===== config.mk =====
export PLATFORM = sky130hd
export DESIGN_NAME = apu_frame_seq
export DESIGN_NICKNAME = d
export VERILOG_FILES = /design/src/rtl/apu_fs_pkg.sv /design/src/rtl/fs_rst_sync.sv /design/src/rtl/fs_ctrl_reg.sv /design/src/rtl/fs_step_timer.sv /design/src/rtl/fs_irq_flag.sv /design/src/rtl/apu_frame_seq.sv
export SDC_FILE = /design/constraint.sdc
export NUM_CORES = 1
export LEC_CHECK = 0
export ABC_CLOCK_PERIOD_IN_PS = 900
export BUFFER_PORTS_ARGS = -buffer_cell sky130_fd_sc_hd__buf_2
export CAP_MARGIN = 0
export CORE_AREA = 2 2 41 71
export DETAILED_ROUTE_END_ITERATION = 16
export DIE_AREA = 0 0 43 73
export GPL_TIMING_DRIVEN = 1
export PLACE_DENSITY = 0.76
export SLEW_MARGIN = 25
export SYNTH_ARGS = -nofsm -noshare
export SYNTH_HDL_FRONTEND = slang
export SYNTH_SLANG_ARGS = --single-unit

===== constraint.sdc =====
create_clock -name clk -period 0.9 [get_ports clk]
set_clock_uncertainty 0.1 [all_clocks]
set_input_delay 0 -clock clk [delete_from_list [all_inputs] [get_ports clk]]
set_output_delay 0 -clock clk [all_outputs]
set_load 0.05 [all_outputs]

===== src/rtl/apu_fs_pkg.sv =====
package apu_fs_pkg;
  typedef enum logic {SEQ_FOUR = 1'b0, SEQ_FIVE = 1'b1} seq_mode_e;

  typedef struct packed {
    seq_mode_e mode;
    logic      inhibit;
  } fs_ctrl_t;

  localparam int unsigned MODE_BIT = 7;
  localparam int unsigned INH_BIT  = 6;
  localparam int unsigned FLAG_BIT = 6;

  function automatic int unsigned step_point(input int unsigned len,
                                             input int unsigned nsteps,
                                             input int unsigned k);
    return (k * len) / nsteps - 1;
  endfunction
endpackage


===== src/rtl/fs_rst_sync.sv =====
module fs_rst_sync (
  input  logic clk,
  input  logic rst_n,
  output logic rst_sync_n
);
  logic [1:0] sync_q;

  always_ff @(posedge clk or negedge rst_n) begin
    if (!rst_n) sync_q <= 2'b00;
    else        sync_q <= {sync_q[0], 1'b1};
  end

  assign rst_sync_n = sync_q[1];
endmodule


===== src/rtl/fs_ctrl_reg.sv =====
module fs_ctrl_reg
  import apu_fs_pkg::*;
(
  input  logic     clk,
  input  logic     rst_n,
  input  logic     wr_en,
  input  logic     wr_mode,
  input  logic     wr_inhibit,
  output fs_ctrl_t ctrl
);
  fs_ctrl_t ctrl_d, ctrl_q;

  always_comb begin
    ctrl_d = ctrl_q;
    if (wr_en) begin
      ctrl_d.mode    = seq_mode_e'(wr_mode);
      ctrl_d.inhibit = wr_inhibit;
    end
  end

  always_ff @(posedge clk or negedge rst_n) begin
    if (!rst_n) begin
      ctrl_q.mode    <= SEQ_FOUR;
      ctrl_q.inhibit <= 1'b0;
    end else begin
      ctrl_q <= ctrl_d;
    end
  end

  assign ctrl = ctrl_q;
endmodule


===== src/rtl/fs_step_timer.sv =====
module fs_step_timer
  import apu_fs_pkg::*;
#(
  parameter int unsigned PERIOD = 29830
) (
  input  logic      clk,
  input  logic      rst_n,
  input  logic      restart,
  input  seq_mode_e mode,
  output logic      qtr_hit,
  output logic      half_hit,
  output logic      seq_end4
);
  localparam int unsigned LEN4 = PERIOD;
  localparam int unsigned LEN5 = (PERIOD * 5) / 4;
  localparam int unsigned CW   = $clog2(LEN5 + 1);

  logic [CW-1:0] cnt_q, cnt_d;
  logic [4:0]    hit4, hit5;
  logic          wrap;

  // step point decoders for both sequence lengths
  for (genvar k = 1; k <= 5; k++) begin : g_pts
    if (k <= 4) begin : g_four
      localparam int unsigned P4 = step_point(LEN4, 4, k);
      assign hit4[k-1] = (cnt_q == CW'(P4));
    end else begin : g_none
      assign hit4[k-1] = 1'b0;
    end
    localparam int unsigned P5 = step_point(LEN5, 5, k);
    assign hit5[k-1] = (cnt_q == CW'(P5));
  end

  always_comb begin
    if (mode == SEQ_FIVE) wrap = (cnt_q == CW'(LEN5 - 1));
    else                  wrap = (cnt_q == CW'(LEN4 - 1));

    if (restart)   cnt_d = '0;
    else if (wrap) cnt_d = '0;
    else           cnt_d = cnt_q + CW'(1);
  end

  always_comb begin
    qtr_hit  = 1'b0;
    half_hit = 1'b0;
    seq_end4 = 1'b0;
    if (!restart) begin
      if (mode == SEQ_FIVE) begin
        qtr_hit  = |hit5;
        half_hit = hit5[1] | hit5[4];
      end else begin
        qtr_hit  = |hit4;
        half_hit = hit4[1] | hit4[3];
        seq_end4 = hit4[3];
      end
    end
  end

  always_ff @(posedge clk or negedge rst_n) begin
    if (!rst_n) cnt_q <= '0;
    else        cnt_q <= cnt_d;
  end
endmodule


===== src/rtl/fs_irq_flag.sv =====
module fs_irq_flag (
  input  logic clk,
  input  logic rst_n,
  input  logic set_req,
  input  logic clr_req,
  output logic flag
);
  logic flag_d, flag_q;

  always_comb begin
    if (set_req)      flag_d = 1'b1;
    else if (clr_req) flag_d = 1'b0;
    else              flag_d = flag_q;
  end

  always_ff @(posedge clk or negedge rst_n) begin
    if (!rst_n) flag_q <= 1'b0;
    else        flag_q <= flag_d;
  end

  assign flag = flag_q;
endmodule


===== src/rtl/apu_frame_seq.sv =====
module apu_frame_seq
  import apu_fs_pkg::*;
#(
  parameter int unsigned PERIOD = 29830
) (
  input  logic       clk,
  input  logic       rst_n,
  input  logic       warm_rst,
  input  logic       ctrl_wr,
  input  logic [7:0] ctrl_data,
  input  logic       stat_rd,
  output logic [7:0] status,
  output logic       irq_req,
  output logic       qtr_tick,
  output logic       half_tick
);
  logic     rst_int_n;
  fs_ctrl_t ctrl;
  logic     restart, qtr_hit, half_hit, seq_end4;
  logic     set_req, clr_req, flag;
  logic     qtr_q, half_q;
  logic     unused_ctrl_bits;

  assign unused_ctrl_bits = ^ctrl_data[5:0];

  fs_rst_sync u_rst (
    .clk        (clk),
    .rst_n      (rst_n),
    .rst_sync_n (rst_int_n)
  );

  fs_ctrl_reg u_ctrl (
    .clk        (clk),
    .rst_n      (rst_int_n),
    .wr_en      (ctrl_wr),
    .wr_mode    (ctrl_data[MODE_BIT]),
    .wr_inhibit (ctrl_data[INH_BIT]),
    .ctrl       (ctrl)
  );

  assign restart = ctrl_wr | warm_rst;

  fs_step_timer #(.PERIOD(PERIOD)) u_timer (
    .clk      (clk),
    .rst_n    (rst_int_n),
    .restart  (restart),
    .mode     (ctrl.mode),
    .qtr_hit  (qtr_hit),
    .half_hit (half_hit),
    .seq_end4 (seq_end4)
  );

  assign set_req = seq_end4 & ~ctrl.inhibit;
  assign clr_req = stat_rd | warm_rst | (ctrl_wr & ctrl_data[INH_BIT]);

  fs_irq_flag u_flag (
    .clk     (clk),
    .rst_n   (rst_int_n),
    .set_req (set_req),
    .clr_req (clr_req),
    .flag    (flag)
  );

  always_ff @(posedge clk or negedge rst_int_n) begin
    if (!rst_int_n) begin
      qtr_q  <= 1'b0;
      half_q <= 1'b0;
    end else begin
      qtr_q  <= qtr_hit;
      half_q <= half_hit;
    end
  end

  assign qtr_tick  = qtr_q;
  assign half_tick = half_q;
  assign irq_req   = flag;

  always_comb begin
    status           = 8'h00;
    status[FLAG_BIT] = flag;
  end
endmodule


# Yosys cells after proc, flatten, opt, wreduce, memory -nomap -nowiden
# Cells that the tools add are included.
# classes
addsub,1
n_eq_ne,7
mux,11
n_bitwise,8
reduce_logical,3
# op_table
op,count
equality test 16 x 15 -> 1 bit (second input constant),3
equality test 16 x 14 -> 1 bit (second input constant),2
two-way mux 16 bit,2
adder 16 x 1 -> 16 bit (second input constant),1
equality test 16 x 13 -> 1 bit (second input constant),1
equality test 16 bit (second input constant),1
two-way mux 1 bit,9
bitwise OR 1 bit,5
OR reduction 5 bit,1
OR reduction 4 bit,1
bitwise AND 1 bit,2
nonzero test 2 bit,1
inverter 1 bit,1
# word_totals
regBits,23

# Longest topological paths before layout
# depth
word_depth,5
ltp_mapped,8
ltp_nobuf,7

# Hierarchy
# Synthesis repeated with hierarchy kept, for this count alone.
# unflattened
hier_cells,137
area_unflattened_um2,1322.5
# by_module_without_submodules
module,instances,cells_each,area_per_inst_um2,seq_area_each_um2
fs_step_timer,1,113,1024.7,400.4
apu_frame_seq,1,14,135.1,50.0
fs_ctrl_reg,1,4,72.6,50.0
fs_rst_sync,1,3,53.8,50.0
fs_irq_flag,1,3,36.3,25.0

# Worst setup path after synthesis
# No wires, ideal clock.
# synth_path
path_type,reg-to-reg
startpoint,reg u_timer.cnt_q[14]
endpoint,reg u_timer.cnt_q[9]
arrival_ns,1.498
required_time_ns,0.682
slack_ns,-0.816
path_stages_with_launch,7
period_less_slack_ns,1.716
path_cell_list,dfrtp_1 > nor4b_1 > nand4_1 > mux2_2 > o21ai_4 > buf_6 > nor2_1
# synth_between
elab_chain_len,4
# synth_rtl
element,line_no,source
"start, declared",fs_step_timer.sv:18,"logic [CW-1:0] cnt_q, cnt_d;"
"start signal, assigned",fs_step_timer.sv:61,else cnt_q <= cnt_d;
equality test 16 x 15 -> 1 bit / equality test 16 bit (equally long branches),"fs_step_timer.sv:36, fs_step_timer.sv:35",
two-way mux 1 bit (*),fs_step_timer.sv:35,if (mode == SEQ_FIVE) wrap = (cnt_q == CW'(LEN5 - 1));
two-way mux 16 bit (*),fs_step_timer.sv:39,else if (wrap) cnt_d = '0;
two-way mux 16 bit (*),fs_step_timer.sv:38,if (restart) cnt_d = '0;
net u_timer.cnt_d[9],fs_step_timer.sv:18,
# The timed path passes the listed nets; every way through them passes the cells marked *.
# A chain may end at the register's enable or synchronous reset.

# Worst setup path after layout
# layout_path
startpoint,reg u_timer.cnt_q[11]
endpoint,reg u_timer.cnt_q[14]
# layout_between
elab_chain_len,4
# layout_rtl
element,line_no
"parallel branches: the longest is 2 deep, another holds adder 16 x 1 -> 16 bit",--
two-way mux 16 bit (*),fs_step_timer.sv:39
two-way mux 16 bit (*),fs_step_timer.sv:38
net u_timer.cnt_d[14],fs_step_timer.sv:18
# Mark *: on every way through the listed nets, which the timed path passes.

==> results.json <==
{
  "rsz0062_at_grt": "true",
  "maxSlewViolCount": 0,
  "drt_first_pass_iters": 4,
  "cts-root-buf": "clkbuf_8",
  "drtIter0Drc": 23,
  "syn2layout_area_growth_pct": 39.3,
  "synth_top_area_share": 0.436,
  "antenna_cells": 0,
  "synth_most_common_cell": "dfrtp_1",
  "synthFlopType": "dfrtp_1",
  "path_cells": "and4bb_2 -> nand3_2 -> mux2_4 -> o21ai_4 -> buf_12 -> nor2_1",
  "synth-edff-count": 0,
  "critPathSlowestCell": "dfrtp_1",
  "violations": "hold timing, setup timing",
  "insertion_delay_ns": 0.27,
  "nets": 209,
  "cts_buffer_depth": 2,
  "vdd_drop_max_mv": 0.869,
  "p_leak_nw": 0.860,
  "synth_common_cells": "dfrtp_1, nor2_1, nand2_1",
  "final_cells": 218,
  "fin_tns_setup_ns": -16.62,
  "async_reset_ff_frac": 1.00,
  "vias_per_cell": 5.35,
  "fillers": 197,
  "start_util": 0.503,
  "vias": 1166,
  "status": "finished, violations left",
  "syn_avg_cell_area_um2": 9.64,
  "grt_antenna_before_repair": 0,
  "core_area_mm2": 0.00263,
  "grt_util_all_layers": 0.230,
  "grt-ovfl-total": 0,
  "cp-start-kind": "flip-flop",
  "setup_viol": 24,
  "grt_pass1_vias": 1183,
  "layout.area.seq_um2": 579,
  "numPortBuffers": 10,
  "maxCapViolCount": 0,
  "die_x_um": 43,
  "die-area_mm2": 0.00314,
  "yosysWarnings": 0,
  "netlist_area_mm2": 0.00132,
  "wl_per_cell_um": 15.8,
  "end_kind": "flip-flop",
  "grt_max_degree": 22,
  "hold_viol": 1,
  "fp-row-count": 25,
  "synth_cells": 137,
  "fmax_mhz": 560,
  "cp_top_family": "simple AND/OR/NAND/NOR gates",
  "pin_count": 24,
  "clk_pin_slew_worst_paths_ns": 0.08,
  "yosysTopAreaCell": "dfrtp_1",
  "post-route-period-util": 1.98,
  "layout-drive-gt1-share": 0.387,
  "place.gp.congestion": 0.964,
  "drc": 0,
  "hp-class": "input port to flip-flop",
  "worst-path-buf-inv": 1,
  "dp.cells": 207,
  "cts_tree": "done",
  "arrival_ns": 1.84,
  "ys_ff_latch": 23,
  "whs_ns": -0.0219,
  "fin_crit_ns": 1.78,
  "hpwl_mm": 2.51,
  "p_per_area_mw_per_mm2": 1080,
  "crit_type": "flip-flop to flip-flop",
  "seq_area_frac_synth": 0.436,
  "synthTopCellsByArea": "dfrtp_1, xor2_1, nor2_1",
  "worst_slack_ns": -0.884,
  "worstPathMaxFanout": 16,
  "cts_buffers": 3,
  "die_y_um": 73,
  "multi_input_area_um2": 707,
  "htree_levels": 1,
  "required_ns": 0.96,
  "wl_mm": 3.43,
  "cp_slowest_stage_delay_ns": 0.43,
  "grt_first_pass_wirelength_mm": 5.32,
  "hold_buffers": 6,
  "clock_sinks": 23,
  "ys_types": 33,
  "drtAntennaViolNets": 0
}
## worst reg2reg max path, delay by kind of cell, from the launching register on
kind                   cells  cell delay [ns]
AOI/OAI and AO/OA          1             0.15
buffers and inverters      1             0.16
muxes                      1             0.30
DFF                        1             0.43
and+or+nand+nor            3             0.54
## registers in the layout, summed over array words and instances, names as in the netlist
signal	count
u_rst.sync_q	2
half_tick	1
u_timer.cnt_q	16
u_ctrl.ctrl	2
u_flag.flag	1
qtr_tick	1
## cell families after synthesis
logic type | count (synthesis) | share of synthesized area
flip-flops | 23 | 0.436
XOR/XNOR | 14 | 0.0928
buffers and inverters | 16 | 0.0805
adder cells (fa/ha/maj) | 4 | 0.0379
AO/OA/AOI/OAI | 10 | 0.0635
AND/OR/NAND/NOR | 66 | 0.267
other | 2 | 0.00568
multiplexers | 2 | 0.0170
## what timing repair did
item / in CTS / in global routing
buffers inserted: 0 / 1
gates resized for setup: 12 / 6
pin swaps: 2 / 2
setup endpoints to repair: 24 / 24
hold endpoints to repair: 5 / 1
## power breakdown
| group | switching (mW) | total (mW) | internal (mW) |
|---|---|---|---|
| Clock | 0.335 | 0.652 | 0.317 |
| Combinational | 0.165 | 0.273 | 0.108 |
| Sequential | 0.0155 | 1.07 | 1.05 |
## layout by cell type, fill, tap and decap left out, types with 5 or more instances in the layout
cell type      Yosys  final
nor2_1            22     22
dfrtp_1           23     20
xor2_1            11     11
dlygate4sd3_1      0      6
nand3_1            9      8
buf_2              0      6
conb_1             2      8
buf_6              2      5
nand2_1           13     12
nand4_1            7      7
buf_4              8     36
## cell type report
cell class	instances	share of cell area
multi-input cells	104	0.384
flip-flops and latches	23	0.315
well taps	27	0.0184
repair buffers	55	0.248
clock buffers	4	0.0245
inverters	5	0.0102
## path summary, 6_finish.rpt
kind / to / start / cells after the start / slack, ns
min in group asynchronous: u_timer.cnt_q[3] / u_rst.sync_q[1] / 1 / 0.11
min reg2reg: u_timer.cnt_q[3] / u_rst.sync_q[1] / 1 / 0.11
max in group asynchronous: u_rst.sync_q[1] / rst_n / 3 / 0.11
max reg2reg: u_timer.cnt_q[14] / u_timer.cnt_q[11] / 6 / -0.88
max: u_timer.cnt_q[14] / u_timer.cnt_q[11] / 6 / -0.88
min: u_ctrl.ctrl[0] / ctrl_wr / 3 / -0.02
## metrics by stage
step	area [µm²]	total power, mW	utilization	worst slack, ns
global placement	1670	1.32	0.634	-0.814
floorplan	1360	1.26	-	-0.793
detailed placement	1670	1.32	0.634	-0.875
global route	1840	2.08	0.700	-0.917
finish	1840	1.99	0.700	-0.884
CTS	1810	2.00	0.689	-0.865
## per-layer routing
metal / vias to the layer above / global-route usage / wire [µm]
met1: 565 / 0.229 / 1300
met4: 0 / 0.138 / 129
li1: 559 / - / -
met5: - / 0 / 0
met2: 30 / 0.441 / 1930
met3: 12 / 0.0223 / 72
Power figures use the tool's default switching activity.
